**config.mk**
```make
export PLATFORM = sky130hd
export DESIGN_NAME = tpg_top
export DESIGN_NICKNAME = d
export VERILOG_FILES = /design/src/rtl/tpg_pkg.sv /design/src/rtl/tpg_slot.sv /design/src/rtl/tpg_seq.sv /design/src/rtl/tpg_top.sv
export SDC_FILE = /design/constraint.sdc
export NUM_CORES = 1
export LEC_CHECK = 0
export CAP_MARGIN = 20
export CORE_AREA = 2 2 207 209
export CTS_BUF_LIST = sky130_fd_sc_hd__clkbuf_8
export CTS_CLUSTER_SIZE = 25
export DETAILED_ROUTE_END_ITERATION = 10
export DIE_AREA = 0 0 209 211
export DONT_BUFFER_PORTS = 1
export HOLD_SLACK_MARGIN = 0.05
export PLACE_DENSITY_LB_ADDON = 0.08
export SYNTH_ARGS = -nofsm -noshare
export SYNTH_HDL_FRONTEND = slang
export SYNTH_SLANG_ARGS = --single-unit
```
**constraint.sdc**
```tcl
create_clock -name clk_i -period 15.33 [get_ports clk_i]
set_clock_uncertainty 0.15 [all_clocks]
set_input_delay 2.2995 -clock clk_i [delete_from_list [all_inputs] [get_ports clk_i]]
set_output_delay 2.2995 -clock clk_i [all_outputs]
set_load 0.01 [all_outputs]
```
**src/rtl/tpg_pkg.sv**
```systemverilog
package tpg_pkg;
  localparam int NSLOT = 3;

  // slots enabled by a mode code; reserved codes enable none
  function automatic logic [1:0] slot_count(input logic [2:0] mode);
    case (mode)
      3'd1:    return 2'd1;
      3'd2:    return 2'd2;
      3'd3:    return 2'd3;
      default: return 2'd0;
    endcase
  endfunction
endpackage

```
**src/rtl/tpg_slot.sv**
```systemverilog
module tpg_slot #(
  parameter int DW = 24,
  parameter int CW = DW + 2
) (
  input  logic [CW-1:0] cnt_i,
  input  logic          en_i,
  input  logic [DW-1:0] dly_i,
  input  logic [DW-1:0] wid_i,
  input  logic [DW-1:0] gdly_i,
  input  logic [DW-1:0] gwid_i,
  output logic          hit_o,
  output logic [CW-1:0] end_o
);
  logic [CW-1:0] t_start, t_end;
  logic          live;

  always_comb begin
    live    = en_i && (wid_i != '0);
    t_start = CW'(gdly_i) + CW'(dly_i);
    t_end   = t_start + CW'(wid_i) + CW'(gwid_i);
    hit_o   = live && (cnt_i >= t_start) && (cnt_i < t_end);
    end_o   = live ? t_end : '0;
  end
endmodule

```
**src/rtl/tpg_seq.sv**
```systemverilog
module tpg_seq #(
  parameter int CW = 26
) (
  input  logic          clk_i,
  input  logic          rst_ni,
  input  logic          start_i,
  input  logic          arm_i,
  input  logic [CW-1:0] last_i,
  output logic          accept_o,
  output logic          busy_o,
  output logic [CW-1:0] cnt_o
);
  logic          start_q, busy_q;
  logic [CW-1:0] cnt_q;

  assign accept_o = start_i && !start_q && arm_i && !busy_q;
  assign busy_o   = busy_q;
  assign cnt_o    = cnt_q;

  always_ff @(posedge clk_i or negedge rst_ni) begin
    if (!rst_ni) begin
      start_q <= 1'b0;
      busy_q  <= 1'b0;
      cnt_q   <= '0;
    end else begin
      start_q <= start_i;
      if (accept_o) begin
        busy_q <= 1'b1;
        cnt_q  <= '0;
      end else if (busy_q) begin
        if (cnt_q == last_i - 1'b1) busy_q <= 1'b0;
        else                        cnt_q  <= cnt_q + 1'b1;
      end
    end
  end


  accept_chk: assert property (@(posedge clk_i) disable iff (!rst_ni)
    (start_i && !start_q && arm_i && !busy_q) |=> (busy_q && cnt_q == '0));


  no_retrigger_chk: assert property (@(posedge clk_i) disable iff (!rst_ni)
    (busy_q && $past(busy_q)) |-> (cnt_q == $past(cnt_q) + 1'b1));


  busy_end_chk: assert property (@(posedge clk_i) disable iff (!rst_ni)
    $fell(busy_q) |-> ($past(cnt_q) + 1'b1 == $past(last_i)));


  level_hold_chk: assert property (@(posedge clk_i) disable iff (!rst_ni)
    (!busy_q && start_q && start_i) |=> !busy_q);
endmodule

```
**src/rtl/tpg_top.sv**
```systemverilog
module tpg_top
  import tpg_pkg::*;
#(
  parameter int DW = 24
) (
  input  logic              clk_i,
  input  logic              rst_ni,
  input  logic              start_i,
  input  logic [2:0]        mode_i,
  input  logic              pol_i,
  input  logic [DW-1:0]     gdly_i,
  input  logic [DW-1:0]     gwid_i,
  input  logic [NSLOT*DW-1:0] dly_i,
  input  logic [NSLOT*DW-1:0] wid_i,
  output logic              pulse_o,
  output logic              busy_o
);
  localparam int CW = DW + 2;

  logic [1:0]          n_q;
  logic [DW-1:0]       gdly_q, gwid_q;
  logic [NSLOT*DW-1:0] dly_q, wid_q;

  logic [NSLOT-1:0] arm_bits, hit;
  logic [CW-1:0]    ends [NSLOT];
  logic [CW-1:0]    last, cnt;
  logic             arm, accept, busy;

  genvar k;
  generate
    for (k = 0; k < NSLOT; k++) begin : g_slot
      assign arm_bits[k] = (k < int'(slot_count(mode_i))) && (wid_i[DW*k +: DW] != '0);

      tpg_slot #(.DW(DW), .CW(CW)) u_slot (
        .cnt_i (cnt),
        .en_i  (k < int'(n_q)),
        .dly_i (dly_q[DW*k +: DW]),
        .wid_i (wid_q[DW*k +: DW]),
        .gdly_i(gdly_q),
        .gwid_i(gwid_q),
        .hit_o (hit[k]),
        .end_o (ends[k])
      );
    end
  endgenerate

  assign arm = |arm_bits;

  always_comb begin
    last = '0;
    for (int i = 0; i < NSLOT; i++)
      if (ends[i] > last) last = ends[i];
  end

  tpg_seq #(.CW(CW)) u_seq (
    .clk_i   (clk_i),
    .rst_ni  (rst_ni),
    .start_i (start_i),
    .arm_i   (arm),
    .last_i  (last),
    .accept_o(accept),
    .busy_o  (busy),
    .cnt_o   (cnt)
  );

  // configuration captured at acceptance only
  always_ff @(posedge clk_i or negedge rst_ni) begin
    if (!rst_ni) begin
      n_q    <= '0;
      gdly_q <= '0;
      gwid_q <= '0;
      dly_q  <= '0;
      wid_q  <= '0;
    end else if (accept) begin
      n_q    <= slot_count(mode_i);
      gdly_q <= gdly_i;
      gwid_q <= gwid_i;
      dly_q  <= dly_i;
      wid_q  <= wid_i;
    end
  end

  assign busy_o  = busy;
  assign pulse_o = (busy && |hit) ^ pol_i;


  idle_level_chk: assert property (@(posedge clk_i) disable iff (!rst_ni)
    !busy_o |-> (pulse_o == pol_i));


  cfg_hold_chk: assert property (@(posedge clk_i) disable iff (!rst_ni)
    (busy_o && $past(busy_o)) |-> ($stable(dly_q) && $stable(wid_q) && $stable(n_q)
                                   && $stable(gdly_q) && $stable(gwid_q)));


  off_mode_chk: assert property (@(posedge clk_i) disable iff (!rst_ni)
    (!busy_o && slot_count(mode_i) == 2'd0) |=> !busy_o);


  no_slot_chk: assert property (@(posedge clk_i) disable iff (!rst_ni)
    (!busy_o && wid_i == '0) |=> !busy_o);
endmodule

```
* Yosys cells after proc, flatten, opt, wreduce, memory -nomap -nowiden
Cells that the tools add are included.
** Word-level totals
- Bits in registers :: 222
- Input port bits :: 199
- Output and inout bits :: 2
- Logic and storage cells :: 81
** Operators by class
- Add/subtract/negate cells :: 11
- Order comparisons :: 15
- Equal/unequal tests :: 5
- Mux-type cells :: 13
- Bitwise operators :: 1
- Reductions and logical operators :: 28
** Operators by type and width (count)
- 26-bit two-way mux :: 9
- 26-bit by 24-bit adder with 26-bit output :: 6
- 24-bit nonzero test :: 6
- 26-bit >= comparator :: 3
- 26-bit less-than comparator :: 3
- 24-bit by 24-bit adder with 25-bit output :: 3
- 26-bit > comparator :: 2
- 26-bit by 1-bit adder with 26-bit output (second input constant) :: 1
- 26-bit == test :: 1
- 26-bit by 1-bit > comparator with 1-bit output (second input constant) :: 1
- 26-bit by 1-bit subtractor with 26-bit output (second input constant) :: 1
- 1-bit logical AND :: 16
- 1-bit by 2-bit less-than comparator with 1-bit output (first input constant) :: 4
- 3-bit by 2-bit == test with 1-bit output (second input constant) :: 2
- 2-bit case mux with 3 select lines :: 1
- 3-bit OR reduction :: 2
- 2-bit less-than comparator (first input constant) :: 2
- 3-bit by 1-bit == test with 1-bit output (second input constant) :: 1
- 1-bit two-way mux :: 3
- 1-bit zero test :: 2
- 2-bit != test (second input constant) :: 1
- 2-bit AND reduction :: 1
- 2-bit nonzero test :: 1
- 1-bit bitwise XOR :: 1

* Longest topological paths before layout
Gate-level depths: netlist of the first run.
- Word-level depth :: 15
- Depth in mapped cells :: 70
- Depth with buffers taken out :: 58

* By module
A second synthesis of the first run with hierarchy kept.
** Unflattened totals
- Cells, all modules :: 2667
- Area, all modules :: 24866.3 um^2
** By module, submodules not included
- tpg_top :: times used 1, cells an instance 693, area an instance 9242.6 um^2, sequential area each 4854.7 um^2
- tpg_slot (g_slot[1].u_slot) :: times used 1, cells an instance 586, area an instance 4549.4 um^2, sequential area each 0.0 um^2
- tpg_slot (g_slot[2].u_slot) :: times used 1, cells an instance 543, area an instance 4330.4 um^2, sequential area each 0.0 um^2
- tpg_slot (g_slot[0].u_slot) :: times used 1, cells an instance 542, area an instance 4277.9 um^2, sequential area each 0.0 um^2
- tpg_seq :: times used 1, cells an instance 303, area an instance 2466.1 um^2, sequential area each 700.7 um^2

* Least setup slack after synthesis of the first run
No wires, ideal clock.
- Path type :: register -> register
- Start :: register gdly_q[0]
- End :: register u_seq.cnt_q[24], in the netlist u_seq.cnt_o[24]
- Setup time :: 0.128 ns
- Arrival time :: 12.520 ns
- Data required time :: 15.052 ns
- Path slack :: 2.532 ns
- Cell stages (with the launch flop) :: 64
- Path buffers :: 9
- Clock period less this slack :: 12.798 ns
- Cell sequence :: dfrtp_1 ha_1 fa_1 a21o_1 a21oi_1 o21bai_1 a21oi_1 o21bai_1 a21oi_1 o21bai_1 a21oi_1 o21ai_0 a41oi_1 a211oi_1 o21a_1 or2_2 fa_1 inv_1 [... 28 more ...] clkbuf_1 nor2_1 a21o_1 ha_1 clkbuf_1 nand3b_1 xor2_1 nor2_1 a31oi_1 nor2_1 a211o_1 a2111oi_0 nand4_1 and4b_1 buf_6 buf_4 nor3_1 mux2_1
** On the way
- Cells in the longest elaborated chain, start to end :: 14
- Elaborated cells between the ends (all ways) :: 22
- Classes of those cells :: add/sub (10); order compare (3); eq/ne (2); mux (6); reduce/logical (1)
** Ends and longest elaborated chain
- start, declared :: RTL line tpg_top.sv:21 : logic [DW-1:0] gdly_q, gwid_q;
- start signal, assigned :: RTL line tpg_top.sv:76 : gdly_q <= gdly_i;
- 24-bit by 24-bit adder with 25-bit output :: RTL line tpg_slot.sv:19 : t_start = CW'(gdly_i) + CW'(dly_i);
- 26-bit by 24-bit adder with 26-bit output (2 in a row) :: RTL line tpg_slot.sv:20 : t_end = t_start + CW'(wid_i) + CW'(gwid_i);
- 26-bit two-way mux :: RTL line tpg_slot.sv:22 : end_o = live ? t_end : '0;
- 26-bit by 1-bit > comparator with 1-bit output :: RTL line tpg_top.sv:52 : if (ends[i] > last) last = ends[i];
- 26-bit two-way mux :: RTL line tpg_top.sv:52
- 26-bit > comparator :: RTL line tpg_top.sv:52
- 26-bit two-way mux :: RTL line tpg_top.sv:52
- 26-bit > comparator :: RTL line tpg_top.sv:52
- 26-bit two-way mux (*) :: RTL line tpg_top.sv:52
- 26-bit by 1-bit subtractor with 26-bit output (*) :: RTL line tpg_seq.sv:31 : if (cnt_q == last_i - 1'b1) busy_q <= 1'b0;
- 26-bit == test (*) :: RTL line tpg_seq.sv:31
- 2-bit != test (no source line) (*)
- 2-bit AND reduction (no source line) (*)
- end signal, assigned :: RTL line tpg_seq.sv:32 : else cnt_q <= cnt_q + 1'b1;
- end, declared :: RTL line tpg_seq.sv:14 : logic [CW-1:0] cnt_q;
Every way passes the cells marked *; elsewhere a longest branch is shown, timed or not.
A chain may end at the register's enable or synchronous reset.

* Worst setup path after layout of the first run
- Start :: register gdly_q[1]
- End :: register u_seq.cnt_q[7], in the netlist u_seq.cnt_o[7]
Same word-level chain as after synthesis.

==> run metrics, run 1 <==
status=completed; most frequent cells after synthesis=ha_1, inv_1, dfrtp_1, nand2_1, nor2_1; Die Area=0.04410 mm²; Min Clock Period, post-route=roughly 15000 ps; Synth Flop Type=dfrtp_1; largest stage delay on the critical path=610 ps; Syn-to-layout area delta=5.644%; post-route ant nets=0; Worst EP arrival=14920 ps; initial antenna violation count=1; ranking of synthesized cells by area=dfrtp_1, ha_1, fa_1; most common cell in the netlist=ha_1; Synth top area share=22.25%; EDFF count, synth=0; slowest CP cell=o41ai_1; endpoints failing setup=0; worst relative slew slack=12.02%; Setup TNS=0 ps; FMAX=68.90 MHz; Post-synth ARST share=100.0%; die width=209 µm; vias post-DR=22136; maximum VDD drop=0.0001572 V; Clock Sinks=222; post-CTS setup buffer count=0; post-DR wirelength/cell=23.45 µm; Pwr Density=160.4 mW/mm²; cells after synthesis=2902; H-tree lvl count=2; Ys Warns=0; worst skew pair latency=620 ps; Final Cycle Share=94.67%; Nets=around 3500; Remaining DRCs=0; Leak=12.81 nW; area post-placement=0.02549 mm²; share of layout cells above drive strength 1=under 10%; peak fanout along the critical path=31; Detailed Route WL=81000 µm; PnR Total Power=4.230 mW; Total GRT Usage=36.76%; Post-Syn Nets=around 3500; hold buffer count at cts=0; Remaining Overflow, GRT=0; sequential area share after synthesis=between 20% and 30%; WP data required=15730 ps; Pins Over Slew Limit=0; Fillers=roughly 3600; First-pass DRT Iterations=8; largest net degree at the start of global routing=231; post-cts sizing count=0; Crit path top cell by count=a21oi_1; post-synth cell types=92; first-pass GRT wire length=123800 µm; clk buf depth=3; post-synthesis cell area=0.02496 mm²; Min-Delay Path Class=reg2reg; max cap viols=0; io pins=201; Worst Tran Pin Value=around 1300 ps; vias per cell=6.407; routability-driven placement congestion ratio=0.9796; Yosys reg bits=222; Initial Util=59.78%; drt first-iter violations=1710; critical path type=reg2reg; syn avg cell area=8.602 µm²; RSZ-0062 raised after global routing=false; chip height=211 µm; core area=0.04176 mm²; HPWL Detailed=~66000 µm; CTS tree=done; vias in the first global route=22258; final instance area=approximately 0.026 mm²; endpoints failing hold=0; Crit. End Element=flop; Root Buffer=clkbuf_8; Yosys top cell by area=dfrtp_1; row count=75; Clk pin slew, worst setup/hold paths=60 ps; CTS Buf Count=just over 40; number of port buffers=0; Worst Setup Start Kind=flop
==> cell type report <==
cell class / count / area, µm² / share of cell area, %
multi-input combinational: 2290 / 17950 / 68.06
tap: 539 / 674.4 / 2.557
inverter: 308 / 1156 / 4.384
sequential: 222 / 5555 / 21.07
clock buffer: 51 / 701.9 / 2.662
timing repair buffer: 22 / 175.2 / 0.6642
antenna: 2 / 5.005 / 0.01898
clock inverter: 21 / 155.1 / 0.5883
==> routing by layer <==
layer  wire, µm  vias up  global-route usage (%)
li1           -    10419                       -
met3       6398      174                   7.449
met1      34270    10714                   47.60
met2      36670      829                   59.60
met5          0        -                       0
met4       3658        0                   16.55
==> report_power, final <==
part,total [mW],internal (mW),switching (mW)
clock network,0.620,0.335,0.285
registers,0.669,0.614,0.0550
logic,2.94,1.15,1.79
total,4.23,2.10,2.13
==> layout by cell type (no fill, tap or decap), types with 48 or more instances in the layout <==
cell type | synthesis | final
ha_1 | 348 | 348
inv_1 | 307 | 318
dfrtp_1 | 222 | 222
nand2_1 | 208 | 208
nor2_1 | 185 | 184
o21ai_0 | 181 | 180
a21oi_1 | 166 | 165
mux2_2 | 120 | 120
xnor2_1 | 84 | 84
fa_1 | 78 | 78
nor3_1 | 70 | 70
a21o_1 | 66 | 66
o21a_1 | 63 | 63
xor2_1 | 61 | 61
nand4_1 | 54 | 54
nor4_1 | 52 | 52
clkbuf_8 | 0 | 51
nor2b_1 | 49 | 49
nand3_1 | 48 | 48
==> flip-flops by register name (all words and copies together) (netlist names) <==
register and cells:
wid_q 72, gwid_q 24, u_seq.start_q 1, u_seq.cnt_o 26, gdly_q 24, dly_q 72
u_seq.busy_o 1, n_q 2
==> path summary, 6_finish.rpt <==
| kind | depth (start not counted) | slack [ps] | to | start |
|---|---|---|---|---|
| worst min register to register | 1 | 360 | dly_q[2] | dly_q[2] |
| worst max register to register | 51 | 820 | u_seq.cnt_o[7] | gdly_q[1] |
| worst max-delay path | 51 | 820 | u_seq.cnt_o[7] | gdly_q[1] |
| worst min-delay path | 1 | 360 | dly_q[2] | dly_q[2] |
| max in group asynchronous | 0 | 13420 | dly_q[68] | rst_ni |
| min in group asynchronous | 0 | 1220 | u_seq.cnt_o[7] | rst_ni |
==> metrics by stage <==
stage | worst slack (ps) | hold slack (ps) | instances | util (%)
after global placement | 1389 | 347.4 | 3379 | 61.02
after global routing | 68.03 | 372.2 | 3455 | 63.15
after floorplan | 2532 | 337.5 | 2902 | -
after CTS | 891.7 | 366.5 | 3452 | 63.09
final | 816.7 | 364.4 | 3455 | 63.15
after detailed placement | 915.1 | 352.8 | 3380 | 61.04
==> critical path: cells and delay by family, from the launching register on <==
family | cells | cell delay [ps]
and+or+nand+nor | 18 | 4850
AOI/OAI and AO/OA | 23 | 5910
buffers and inverters | 4 | 850
adders and majority gates | 5 | 1750
DFF | 1 | 470
xor gates and xnor gates | 1 | 410
==> cells by family (layout without fill, tap and decap cells) <==
logic type	after synthesis	after routing	synth area share (%)
other cells	0	2	0
xor+xnor	145	145	5.087
buf+inv	391	402	5.995
compound gates	747	748	19.64
mux	147	147	6.601
simple gates	824	824	16.73
flops	222	222	22.25
fa+ha+maj	426	426	23.70
Note: power is estimated with default switching activity, not from simulation.
==> inputs of run 2 (changes only) <==
Settings changed: REMOVE_ABC_BUFFERS set to 1.
==> run 2 against run 1 <==
Net effect: non-clock buffer count shrank 1; first-iteration DRC count rose by 3.5%; power is 0.73% higher; clock power about the same; cell count about the same; core utilization barely moved; via count increased by 0.78%; maximum frequency rose by 1.9%; worst hold slack got worse by 1.1 ps.
==> run metrics, run 2 (synthesized netlist as in run 1, its figures left out) <==
Min Clock Period, post-route=14240 ps (-270.1 ps); io pins=201 (unchanged); vias in the first global route=22136 (-0.55%); First-pass DRT Iterations=6 (-2); Final Cycle Share=92.91% (-1.8 points); FMAX=70.21 MHz (+1.9%); vias post-DR=22308 (+0.78%); CTS tree=done; Root Buffer=clkbuf_8; fin cells=3454 (-0.029%); final core occ=63.17% (about the same); vias per cell=6.459 (+0.81%); initial antenna violation count=1 (unchanged); critical path type=reg2reg; Reg2Reg Depth=52 (+2.0%); Crit. End Element=flop; PnR Total Power=4.261 mW (+0.73%); largest stage delay on the critical path=630 ps (+20 ps); Syn-to-layout area delta=5.674% (about the same); RSZ-0062 raised after global routing=false; row count=75 (unchanged); crit path from=gdly_q[0]; Remaining DRCs=0 (unchanged); Detailed Route WL=81790 µm (+0.97%); routability-driven placement congestion ratio=1.012 (+3.3%); Pins Over Slew Limit=0 (unchanged); die width=209 µm (unchanged); core area=0.04176 mm² (unchanged); post-cts sizing count=0 (unchanged); most frequent cells in the layout=ha_1, inv_1, dfrtp_1; Min-Delay Path Class=reg2reg; Die Area=0.04410 mm² (unchanged); commonest non-fill, non-tap cell in the layout=ha_1; Nets=3509 (-0.028%); post-route ant nets=0 (unchanged); max cap viols=0 (unchanged); clk buf depth=3 (unchanged); worst relative slew slack=24.20% (+12 points); post-CTS setup buffer count=0 (unchanged); endpoints failing hold=0 (unchanged); slowest CP cell=a2111oi_1; Worst EP arrival=14660 ps (-260 ps); Crit Reg-Reg Startpoint=gdly_q[0]; Remaining Overflow, GRT=0 (unchanged); Clock Sinks=222 (unchanged); peak fanout along the critical path=36 (+16%); reg2reg setup slack=1090 ps (+270 ps); H-tree lvl count=2 (unchanged); Worst Tran Pin Value=1137 ps (-182.6 ps); chip height=211 µm (unchanged); worst skew pair latency=650 ps (+30 ps); first-pass GRT wire length=124200 µm (+0.35%); number of port buffers=0 (unchanged); DP Cell Count=3379 (-0.030%); drt first-iter violations=1770 (+3.5%); Initial Util=59.78% (unchanged); CTS Buf Count=41 (unchanged); largest net degree at the start of global routing=234 (+1.3%); hold buffer count at cts=0 (unchanged); Worst Setup Start Kind=flop; maximum VDD drop=0.0001479 V (-6.0%); Worst Setup EP=u_seq.cnt_o[7]; status=completed; Pwr Density=161.5 mW/mm² (+0.70%); endpoints failing setup=0 (unchanged); Crit path top cell by count=a21oi_1; Clk pin slew, worst setup/hold paths=60 ps (about the same); Critical R2R Capture=u_seq.cnt_o[7]; share of layout cells above drive strength 1=8.754% (+0.037 points); Total GRT Usage=36.90% (+0.13 points); WP data required=15750 ps (+20 ps); HPWL Detailed=66530 µm (+0.42%); Leak=12.81 nW (about the same); post-DR wirelength/cell=23.68 µm (+1.0%)
[run 2: cell count changes in the layout (fill, tap and decap cells not counted)]
cell        before  now
inv_1          318  319
clkinv_2         5    6
ha_1           348  347
buf_2            1    0
clkinv_4         1    0
bufinv_16        2    3
ha_2             0    1
clkinvlp_4       0    1
a221oi_1         5    3
clkbuf_8        51   48
a2111oi_1        2    3
a221oi_2         2    4
a2111oi_0       11   10
[run 2: layer usage]
layer	share of wire, %	track usage (%)
met1	42	48.56
met2	45	59.55
met3	8.3	7.181
met4	4.6	15.62
met5	0	0
[run 2: cell type report]
class                      count  area (µm²)
multi-input combinational   2290       17960
fill                        3659       15380
sequential                   222        5555
inverter                     308        1156
tap                          539       674.4
clock buffer                  48       660.6
clock inverter                24       192.7
timing repair buffer          21       170.2
antenna                        2       5.005
[run 2: how the worst min path moves through the flow]
stage	to	slack, ps	depth (start not counted)	startpoint
final	dly_q[2]	360	1	dly_q[2]
after global routing	dly_q[2]	380	1	dly_q[2]
after floorplan	dly_q[0]	340	1	dly_q[0]
after detailed placement	dly_q[53]	350	1	dly_q[53]
after global placement	dly_q[2]	350	1	dly_q[2]
after CTS	dly_q[30]	370	1	dly_q[30]
[run 2: through the flow]
step | hold slack (ps) | setup slack [ps] | setup TNS [ps] | instance area [µm²]
CTS | 366.0 | 955.4 | 0 | 26340
global route | 378.4 | 10.21 | 0 | 26380
detailed placement | 352.8 | 932.3 | 0 | 25480
floorplan | 337.8 | -1058 | -152810 | 24620
finish | 363.3 | 1087 | 0 | 26380
global placement | 347.3 | 1395 | 0 | 25480
[run 2: worst max-delay path: cells and delay by family (launching register included)]
kind / cells / cell delay, ps
DFF: 1 / 410
buffers and inverters: 4 / 890
and+or+nand+nor: 15 / 3790
xor gates and xnor gates: 2 / 850
adders and majority gates: 6 / 2140
AOI/OAI and AO/OA: 25 / 5950
[run 2: power by group]
part,internal (mW),leakage (nW),switching [mW]
combinational,1.16,9.67,1.81
clock,0.337,0.486,0.284
sequential,0.614,2.65,0.0544
==> inputs of run 3 (changes only) <==
Settings changed: SYNTH_HIERARCHICAL set to 1.
==> run 3 against run 2 <==
Net effect: critical path depth decreased by 5; maximum frequency is 7.1% higher; via count shrank 5.1%; critical endpoint is now u_seq/cnt_o[16]; largest cell class unchanged.
==> run metrics, run 3 <==
CTS Buf Count=39 (-4.9%); Die Area=0.04410 mm² (unchanged); slowest CP cell=o31ai_1; endpoints failing hold=0 (unchanged); Synth top area share=22.34% (+0.086 points); EDFF count, synth=0 (unchanged); first-pass GRT wire length=119400 µm (-3.9%); Pins Over Slew Limit=0 (unchanged); row count=75 (unchanged); sequential area share after synthesis=22.34% (+0.086 points); worst relative slew slack=30.60% (+6.4 points); ANT cells=0 (-2); endpoints failing setup=0 (unchanged); CP delay by family, top=compound AO/OA/AOI/OAI gates; Min-Delay Path Class=reg2reg; io pins=201 (unchanged); Initial Util=59.55% (-0.23 points); core area=0.04176 mm² (unchanged); Worst EP arrival=13690 ps (-970 ps); number of port buffers=0 (unchanged); Post-synth ARST share=100.0% (unchanged); Yosys top cell by area=dfrtp_1; most frequent cells in the layout=ha_1, dfrtp_1, inv_1; DP Cell Count=3146 (-6.9%); Worst Tran Pin Value=1015 ps (-122.2 ps); syn avg cell area=9.324 µm² (+8.4%); max cap viols=0 (unchanged); H-tree lvl count=2 (unchanged); gr busiest metal=met2; Syn-to-layout area delta=5.273%; Setup TNS=0 ps (unchanged); CP bufs+invs=7 (+3); vias post-DR=21171 (-5.1%); Total GRT Usage=35.50% (-1.4 points); Clock Sinks=222 (unchanged); WP data required=15720 ps (-30 ps); commonest non-fill, non-tap cell in the layout=ha_1; RSZ-0062 raised after global routing=false; post-synth cell types=98 (+6.5%); most common cell in the netlist=ha_1; initial antenna violation count=4 (+3); GR Util met3=5.724% (-1.5 points); Clk pin slew, worst setup/hold paths=60 ps (about the same); Crit path top cell by count=ha_1; die width=209 µm (unchanged); HPWL Detailed=63860 µm (-4.0%); drt first-iter violations=1876 (+6.0%); critical path type=reg2reg; most frequent cells after synthesis=ha_1, dfrtp_1, mux2_2, inv_1, a21oi_1; largest stage delay on the critical path=700 ps (+70 ps); post-route ant nets=0 (unchanged); Remaining DRCs=0 (unchanged); clk buf depth=3 (unchanged); Root Buffer=clkbuf_8; Detailed Route WL=78190 µm (-4.4%); Final Cycle Share=86.78% (-6.1 points); Nets=3273 (-6.7%); First-pass DRT Iterations=8 (+2); status=completed; Synth Flop Type=dfrtp_1; vias per cell=6.591 (+2.1%); share of layout cells above drive strength 1=13.24% (+4.5 points); Remaining Overflow, GRT=0 (unchanged); ranking of synthesized cells by area=dfrtp_1, ha_1, mux2_2; peak fanout along the critical path=26 (-28%); post-cts sizing count=0 (unchanged); met1 Usage GRT=45.54% (-3.0 points); cells after synthesis=2667 (-8.1%); chip height=211 µm (unchanged); hold buffer count at cts=0 (unchanged); largest net degree at the start of global routing=223 (-4.7%); Yosys reg bits=222 (unchanged); post-DR wirelength/cell=24.34 µm (+2.8%); Min Clock Period, post-route=13300 ps (-940.0 ps); worst skew pair latency=630 ps (-20 ps); routability-driven placement congestion ratio=1.016 (+0.45%); Crit. End Element=flop; fin cells=3212 (-7.0%); post-CTS setup buffer count=0 (unchanged); vias in the first global route=21156 (-4.4%); met2 GRT Util=58.21% (-1.3 points); FMAX=75.17 MHz (+7.1%); Worst Setup Start Kind=flop; CTS tree=done; Ys Warns=6 (+6); post-synthesis cell area=0.02487 mm² (-0.39%)
[run 3: cell count changes after synthesis, sizes merged, moves of 28 or more]
cell / change
xor2: +28
o21ai: -73
inv: -121
nand2: -79
mux2i: +44
a21o: +31
nor3: -38
mux2: +61
a21oi: +32
o21a: -39
[run 3: worst paths after layout]
kind,start,end,slack (ps),cells after the start
worst max-delay path,gdly_q[0],u_seq/cnt_o[16],2030,47
worst min-delay path,dly_q[60],dly_q[60],360,1
worst max register to register,gdly_q[0],u_seq/cnt_o[16],2030,47
worst min register to register,dly_q[60],dly_q[60],360,1
max in group asynchronous,rst_ni,u_seq/cnt_o[18],13110,0
min in group asynchronous,rst_ni,u_seq/cnt_o[9],1230,0
[run 3: cell type report]
| cell class | count | area (µm²) |
|---|---|---|
| Clock buffer | 50 | 688.2 |
| Clock inverter | 16 | 186.4 |
| Fill cell | 3537 | 15580 |
| Inverter | 188 | 713.2 |
| Multi-Input combinational cell | 2176 | 18200 |
| Sequential cell | 222 | 5555 |
| Tap cell | 539 | 674.4 |
| Timing Repair Buffer | 21 | 157.7 |
[run 3: cells by family after synthesis]
family / share of synthesized area [%]
muxes: 11.15
AOI/OAI and AO/OA: 18.24
and+or+nand+nor: 13.68
adders and majority gates: 23.79
DFF: 22.34
buffers and inverters: 4.483
xor gates and xnor gates: 6.325
[run 3: stage by stage]
stage / setup WS, ps / cell area [µm²] / util (%) / hold WS (ps)
after floorplan: 3441 / 24460 / - / 335.2
after global placement: 2748 / 25300 / 60.59 / 345.0
after detailed placement: 2284 / 25300 / 60.59 / 352.5
after CTS: 2238 / 26180 / 62.69 / 365.2
after global routing: 954.8 / 26180 / 62.69 / 381.5
final: 2027 / 26180 / 62.69 / 361.9
[run 3: layer usage]
metal,routed length (µm),vias to the layer above
li1,-,9763
met2,35670,814
met3,5117,196
met1,33030,10392
met4,4329,6
met5,44,-
Power of run 3 is not shown: default switching activity piles up to over one toggle a cycle in this logic, so the estimate is an artifact.
